File: config.mk
export PLATFORM = sky130hd
export DESIGN_NAME = sram_ddr2
export DESIGN_NICKNAME = d
export VERILOG_FILES = /design/src/rtl/sram_ddr2_pkg.sv /design/src/rtl/sram_ddr2_ctrl.sv /design/src/rtl/sram_ddr2_array.sv /design/src/rtl/sram_ddr2_rdpipe.sv /design/src/rtl/sram_ddr2.sv
export SDC_FILE = /design/constraint.sdc
export NUM_CORES = 1
export LEC_CHECK = 0
export ABC_AREA = 1
export ABC_CLOCK_PERIOD_IN_PS = 4000
export BUFFER_PORTS_ARGS = -buffer_cell sky130_fd_sc_hd__buf_2
export CAP_MARGIN = 0
export CELL_PAD_IN_SITES_DETAIL_PLACEMENT = 1
export CELL_PAD_IN_SITES_GLOBAL_PLACEMENT = 1
export CORE_MARGIN = 2
export CORE_UTILIZATION = 25
export DETAILED_ROUTE_END_ITERATION = 8
export HOLD_SLACK_MARGIN = 0.06
export PLACE_DENSITY = 0.45
export SYNTH_ARGS = -nofsm -noshare
export SYNTH_HDL_FRONTEND = slang
export SYNTH_HIERARCHICAL = 1
export SYNTH_SLANG_ARGS = --single-unit
File: constraint.sdc
create_clock -name clk_i -period 4 [get_ports clk_i]
set_clock_uncertainty 0.15 [all_clocks]
set_input_delay 0.4 -clock clk_i [delete_from_list [all_inputs] [get_ports clk_i]]
set_output_delay 0.4 -clock clk_i [all_outputs]
set_load 0.05 [all_outputs]
File: src/rtl/sram_ddr2_pkg.sv
package sram_ddr2_pkg;
  localparam int BEATS = 2;

  function automatic logic chip_sel(input logic e1n, input logic e2, input logic e3n);
    return !e1n && e2 && !e3n;
  endfunction

  function automatic logic echo_sel(input logic e2, input logic e3n);
    return e2 && !e3n;
  endfunction
endpackage

File: src/rtl/sram_ddr2_ctrl.sv
module sram_ddr2_ctrl #(
  parameter int ADDR_W = 4,
  parameter int DATA_W = 18
) (
  input  logic              clk_i,
  input  logic              rst_ni,
  input  logic [ADDR_W-1:0] addr_i,
  input  logic              adv_ni,
  input  logic              we_ni,
  input  logic              en1_ni,
  input  logic              en2_i,
  input  logic              en3_ni,
  input  logic [DATA_W-1:0] d_i,
  output logic              fall_o,
  output logic              rd_o,
  output logic              wr_o,
  output logic              echo_o,
  output logic [ADDR_W-1:0] addr_o,
  output logic [DATA_W-1:0] wd0_o
);
  import sram_ddr2_pkg::*;

  logic load;
  assign load = !adv_ni && chip_sel(en1_ni, en2_i, en3_ni);

  always_ff @(posedge clk_i or negedge rst_ni) begin
    if (!rst_ni) begin
      fall_o <= 1'b0;
      rd_o   <= 1'b0;
      wr_o   <= 1'b0;
      echo_o <= 1'b0;
      addr_o <= '0;
      wd0_o  <= '0;
    end else begin
      fall_o <= ~fall_o;
      // command and first write word only at the end of a rise half
      if (!fall_o) begin
        rd_o   <= load && we_ni;
        wr_o   <= load && !we_ni;
        echo_o <= echo_sel(en2_i, en3_ni);
        addr_o <= addr_i;
        wd0_o  <= d_i;
      end
    end
  end
endmodule

File: src/rtl/sram_ddr2_array.sv
module sram_ddr2_array #(
  parameter int ADDR_W = 4,
  parameter int DATA_W = 18
) (
  input  logic                                        clk_i,
  input  logic                                        wr_i,
  input  logic [ADDR_W-1:0]                           addr_i,
  input  logic [sram_ddr2_pkg::BEATS-1:0][DATA_W-1:0] wd_i,
  output logic [sram_ddr2_pkg::BEATS-1:0][DATA_W-1:0] rd_o
);
  import sram_ddr2_pkg::*;
  localparam int ROWS = 1 << ADDR_W;

  // one bank per beat: the implicit low address bit selects the bank
  for (genvar b = 0; b < BEATS; b++) begin : g_bank
    logic [DATA_W-1:0] mem [ROWS];
    always_ff @(posedge clk_i) begin
      if (wr_i) mem[addr_i] <= wd_i[b];
    end
    assign rd_o[b] = mem[addr_i];
  end
endmodule

File: src/rtl/sram_ddr2_rdpipe.sv
module sram_ddr2_rdpipe #(
  parameter int DATA_W = 18
) (
  input  logic                                        clk_i,
  input  logic                                        rst_ni,
  input  logic                                        fall_i,
  input  logic                                        rd_i,
  input  logic                                        echo_i,
  input  logic [sram_ddr2_pkg::BEATS-1:0][DATA_W-1:0] rd_data_i,
  output logic [DATA_W-1:0]                           q_o,
  output logic                                        oe_o,
  output logic                                        cq_o,
  output logic                                        cq_n_o
);
  logic [DATA_W-1:0] hold_q;
  logic              cq_en_q;

  always_ff @(posedge clk_i or negedge rst_ni) begin
    if (!rst_ni) begin
      q_o     <= '0;
      hold_q  <= '0;
      oe_o    <= 1'b0;
      cq_en_q <= 1'b0;
    end else if (fall_i) begin
      // end of access cycle: launch first word, park the second
      oe_o    <= rd_i;
      q_o     <= rd_i ? rd_data_i[0] : '0;
      hold_q  <= rd_i ? rd_data_i[1] : '0;
      cq_en_q <= echo_i;
    end else begin
      q_o <= hold_q;
    end
  end

  assign cq_o   = cq_en_q & ~fall_i;
  assign cq_n_o = cq_en_q & fall_i;
endmodule

File: src/rtl/sram_ddr2.sv
module sram_ddr2 #(
  parameter int ADDR_W = 4,
  parameter int DATA_W = 18
) (
  input  logic              clk_i,
  input  logic              rst_ni,
  input  logic [ADDR_W-1:0] addr_i,
  input  logic              adv_ni,
  input  logic              we_ni,
  input  logic              en1_ni,
  input  logic              en2_i,
  input  logic              en3_ni,
  input  logic [DATA_W-1:0] d_i,
  output logic [DATA_W-1:0] q_o,
  output logic              q_oe_o,
  output logic              ck_o,
  output logic              cq_o,
  output logic              cq_n_o
);
  import sram_ddr2_pkg::*;

  logic                          fall, rd_s, wr_s, echo_s;
  logic [ADDR_W-1:0]             addr_s;
  logic [DATA_W-1:0]             wd0_s;
  logic [BEATS-1:0][DATA_W-1:0]  wd, rdat;

  sram_ddr2_ctrl #(.ADDR_W(ADDR_W), .DATA_W(DATA_W)) u_ctrl (
    .clk_i, .rst_ni, .addr_i, .adv_ni, .we_ni, .en1_ni, .en2_i, .en3_ni, .d_i,
    .fall_o(fall), .rd_o(rd_s), .wr_o(wr_s), .echo_o(echo_s),
    .addr_o(addr_s), .wd0_o(wd0_s)
  );

  assign wd = {d_i, wd0_s};

  // self-timed commit at the end of the fall half of the write cycle
  sram_ddr2_array #(.ADDR_W(ADDR_W), .DATA_W(DATA_W)) u_array (
    .clk_i, .wr_i(wr_s & fall), .addr_i(addr_s), .wd_i(wd), .rd_o(rdat)
  );

  sram_ddr2_rdpipe #(.DATA_W(DATA_W)) u_rdpipe (
    .clk_i, .rst_ni, .fall_i(fall), .rd_i(rd_s), .echo_i(echo_s),
    .rd_data_i(rdat), .q_o, .oe_o(q_oe_o), .cq_o, .cq_n_o
  );

  assign ck_o = ~fall;
endmodule

==> impl_metrics.csv <==
group,metric,value,unit
job,cap_violations,0,
routing,drt_iter0_markers,1163,
clock_network,cts_buffers,77,
worst_hold_path,holdPathEnd,"u_array/g_bank[1].mem[8][0]",
die,die_w,330,um
pwr,power-per-cell-area,479,nW/um2
setup_path,arrival,3.10,ns
timing,period_needed,2.95,ns
timing,final_max_slew_viol_count,0,
layout,stdcell_area,31400,um2
synth,synthMuxAreaShare,0,
synth,synth_xor_area_frac,0,
synth,syn_area,26500,um2
layout,n_antenna_cell,0,
synth,avgSynthCellArea,10.2,um2
placement,postPlaceCellArea,28600,um2
outcome,outcome,"complete, no violations",
clock_network,clk_latency,0.62,ns
timing,final.period_utilization,0.736,
synth,synth_compound_area_frac,0.000189,
synth,synth_top_family_by_area,"simple AND/OR/NAND/NOR gates",
timing,hold_viol_final,0,
global_routing,grt_start_max_net_pins,164,
synth,synth_simple_gate_area_frac,0.250,
timing,tightest_slew,1.08,ns
global_routing,grt_pass1_vias,19153,
pwr,ir_drop,0.258,mV
setup_path,critical_path_class,"reg -> reg",
setup_path,required,4.15,ns
worst_hold_path,hold_path_class,"in -> reg",
clock_network,cts_tree,"yes",
die,start_util,0.252,
synth,syn_nets,2629,
routing,vias,18223,
die,core-area,105000,um2
layout,area_growth,18.5,%
synth,netlist-cell-type-count,18,
timing,rsz0062_at_grt,"false",
clock_network,root_buffer,"clkbuf_16",
setup_path,worst-path-max-fanout,42,
setup_path,reg2reg_slack,1.05,ns
setup_path,worst_setup_path_start_kind,"flop",
clock_network,cts.sinks,640,
routing,drt_wl_total,89.8,mm
setup_path,endpoint_kind,"flop",
global_routing,grt_pass1_wl,133,mm
global_routing,gr-total-overflow,0,
routing,wl_per_cell,21.7,um
global_routing,track_usage,0.167,
timing,maxSlewHeadroom,0.277,
layout,drive_above_1_share,0.0902,
synth,synthAdderAreaFrac,0,
pwr,p_leak,0.0133,uW
clock_network,clkTransAtPathRegs,0.06,ns
routing,firstDrtPassIters,5,
timing,setup_tns,0,ns
setup_path,r2r-start,"u_ctrl/addr_o[1]",
setup_path,timing.rr.end,"u_array/g_bank[0].mem[9][10]",
worst_hold_path,hp-start,"d_i[0]",
placement,routabilityCongestion,0.727,
clock_network,clockBufferDepth,3,
synth,yosysSeqAreaShare,0.713,
routing,ant_nets,0,
global_routing,grt_antenna_before_repair,11,
timing,fmax,339,MHz
setup_path,reg2reg_depth,4,
layout,final_nets,2715,
pwr,total_power,15000,uW
clock_network,h-tree-depth,3,
synth,synth-seq-cells,640,
placement,portBuffers,50,
worst_hold_path,hold_depth,1,
die,die_h,330,um
die,ios,51,
placement,hpwl,48.4,mm
synth,yosysWarnings,6,
clock_network,post_cts_buffers,0,
synth,syn_inst,2600,
routing,vias_per_cell,4.40,
timing,setup_violations,0,
die,dieArea,109000,um2
layout,post-route-util,0.298,
die,num_rows,119,
routing,route.detailed.drc,0,
## state kept, by name, indices dropped and copies added (netlist names)
signal,cells
u_ctrl/echo_o,1
u_array/g_bank.mem,576
u_ctrl/rd_o,1
u_ctrl/fall_o,1
u_rdpipe/q_o,18
u_ctrl/addr_o,4
u_rdpipe/hold_q,18
u_rdpipe/oe_o,1
u_rdpipe/cq_en_q,1
u_ctrl/wd0_o,18
u_ctrl/wr_o,1
## layout make-up
type                    count  area, um2
fillers                 11746      73800
repair buffers            130       1130
clock inverters            29        263
multi-input cells        1749       6770
clock buffers             113       2260
well taps                1391       1740
flip-flops and latches    640      18900
inverters                  88        348
## repair_timing
item	CTS	global route
resized for setup	0	0
hold buffers	27	0
endpoints found under the hold margin	285	0
## power by group
| group | internal (uW) | switching [uW] | leakage (uW) | total, uW |
|---|---|---|---|---|
| registers | 7310 | 73.8 | 0.00601 | 7380 |
| clock network | 4110 | 2830 | 0.00122 | 6950 |
| logic | 185 | 525 | 0.00607 | 710 |
## critical path, stage by stage, from the launching register on
cell and delay [ns]:
dfrtp_4 0.73, inv_4 0.43, nand3_1 0.40, nor2_4 0.60
buf_12 0.27
## stage by stage
step | worst slack [ns] | cells | hold slack [ns]
detailed placement | 0.998 | 3971 | 0.307
floorplan | 0.793 | 2600 | -0.0456
finish | 1.05 | 4140 | 0.0983
CTS | 0.955 | 4140 | 0.0669
global placement | 1.07 | 3971 | 0.314
global route | 0.915 | 4140 | 0.109
## layer usage
metal / global-route usage / vias to the layer above / routed length [um]
met3: 0.0220 / 96 / 2880
met5: 0 / - / 42
met1: 0.238 / 9362 / 44100
met2: 0.271 / 266 / 41400
li1: - / 8491 / -
met4: 0.0369 / 8 / 1370
## worst max-delay path by stage
| stage | from | endpoint | slack [ns] | cells after the start |
|---|---|---|---|---|
| 2_1_floorplan | u_ctrl/addr_o[3] | u_array/g_bank[0].mem[2][0] | 0.79 | 4 |
| 3_3_place_gp | u_ctrl/addr_o[1] | u_array/g_bank[0].mem[9][15] | 1.07 | 4 |
| 3_5_place_dp | u_ctrl/addr_o[1] | u_array/g_bank[0].mem[9][8] | 1.0 | 4 |
| 4_1_cts | u_ctrl/addr_o[1] | u_array/g_bank[0].mem[9][10] | 0.96 | 4 |
| 5_1_grt | u_ctrl/addr_o[1] | u_array/g_bank[0].mem[9][10] | 0.92 | 4 |
| 6_report | u_ctrl/addr_o[1] | u_array/g_bank[0].mem[9][10] | 1.05 | 4 |
## cell usage after synthesis
| master | n | area [um2] |
|---|---|---|
| dfrtp_1 | 64 | 1600 |
| inv_2 | 1 | 3.75 |
| nor2_4 | 1 | 11.3 |
| nor2_1 | 18 | 67.6 |
| nand2_4 | 1 | 11.3 |
| clkinv_1 | 2 | 7.51 |
| nor2_2 | 2 | 12.5 |
| clkbuf_1 | 19 | 71.3 |
| buf_4 | 15 | 113 |
| nand3_1 | 40 | 200 |
| buf_2 | 66 | 330 |
| buf_6 | 6 | 67.6 |
| nand2_1 | 1686 | 6330 |
| buf_1 | 17 | 63.8 |
| o21ai_0 | 1 | 5.00 |
| inv_8 | 1 | 11.3 |
| edfxtp_1 | 576 | 17300 |
| inv_1 | 84 | 315 |
## cell families after synthesis
group	Yosys count
compound gates	1
buf+inv	211
flops	640
simple gates	1748
## layout by cell type, fill, tap and decap left out, types with 20 or more instances in the layout
cell type,instances
edfxtp_1,576
inv_1,83
nand2_1,1686
nand3_1,40
buf_2,49
dfrtp_1,60
dlygate4sd3_1,27
clkbuf_1,20
clkbuf_16,80
buf_4,37
No activity file was read; power rests on OpenSTA's default activity.
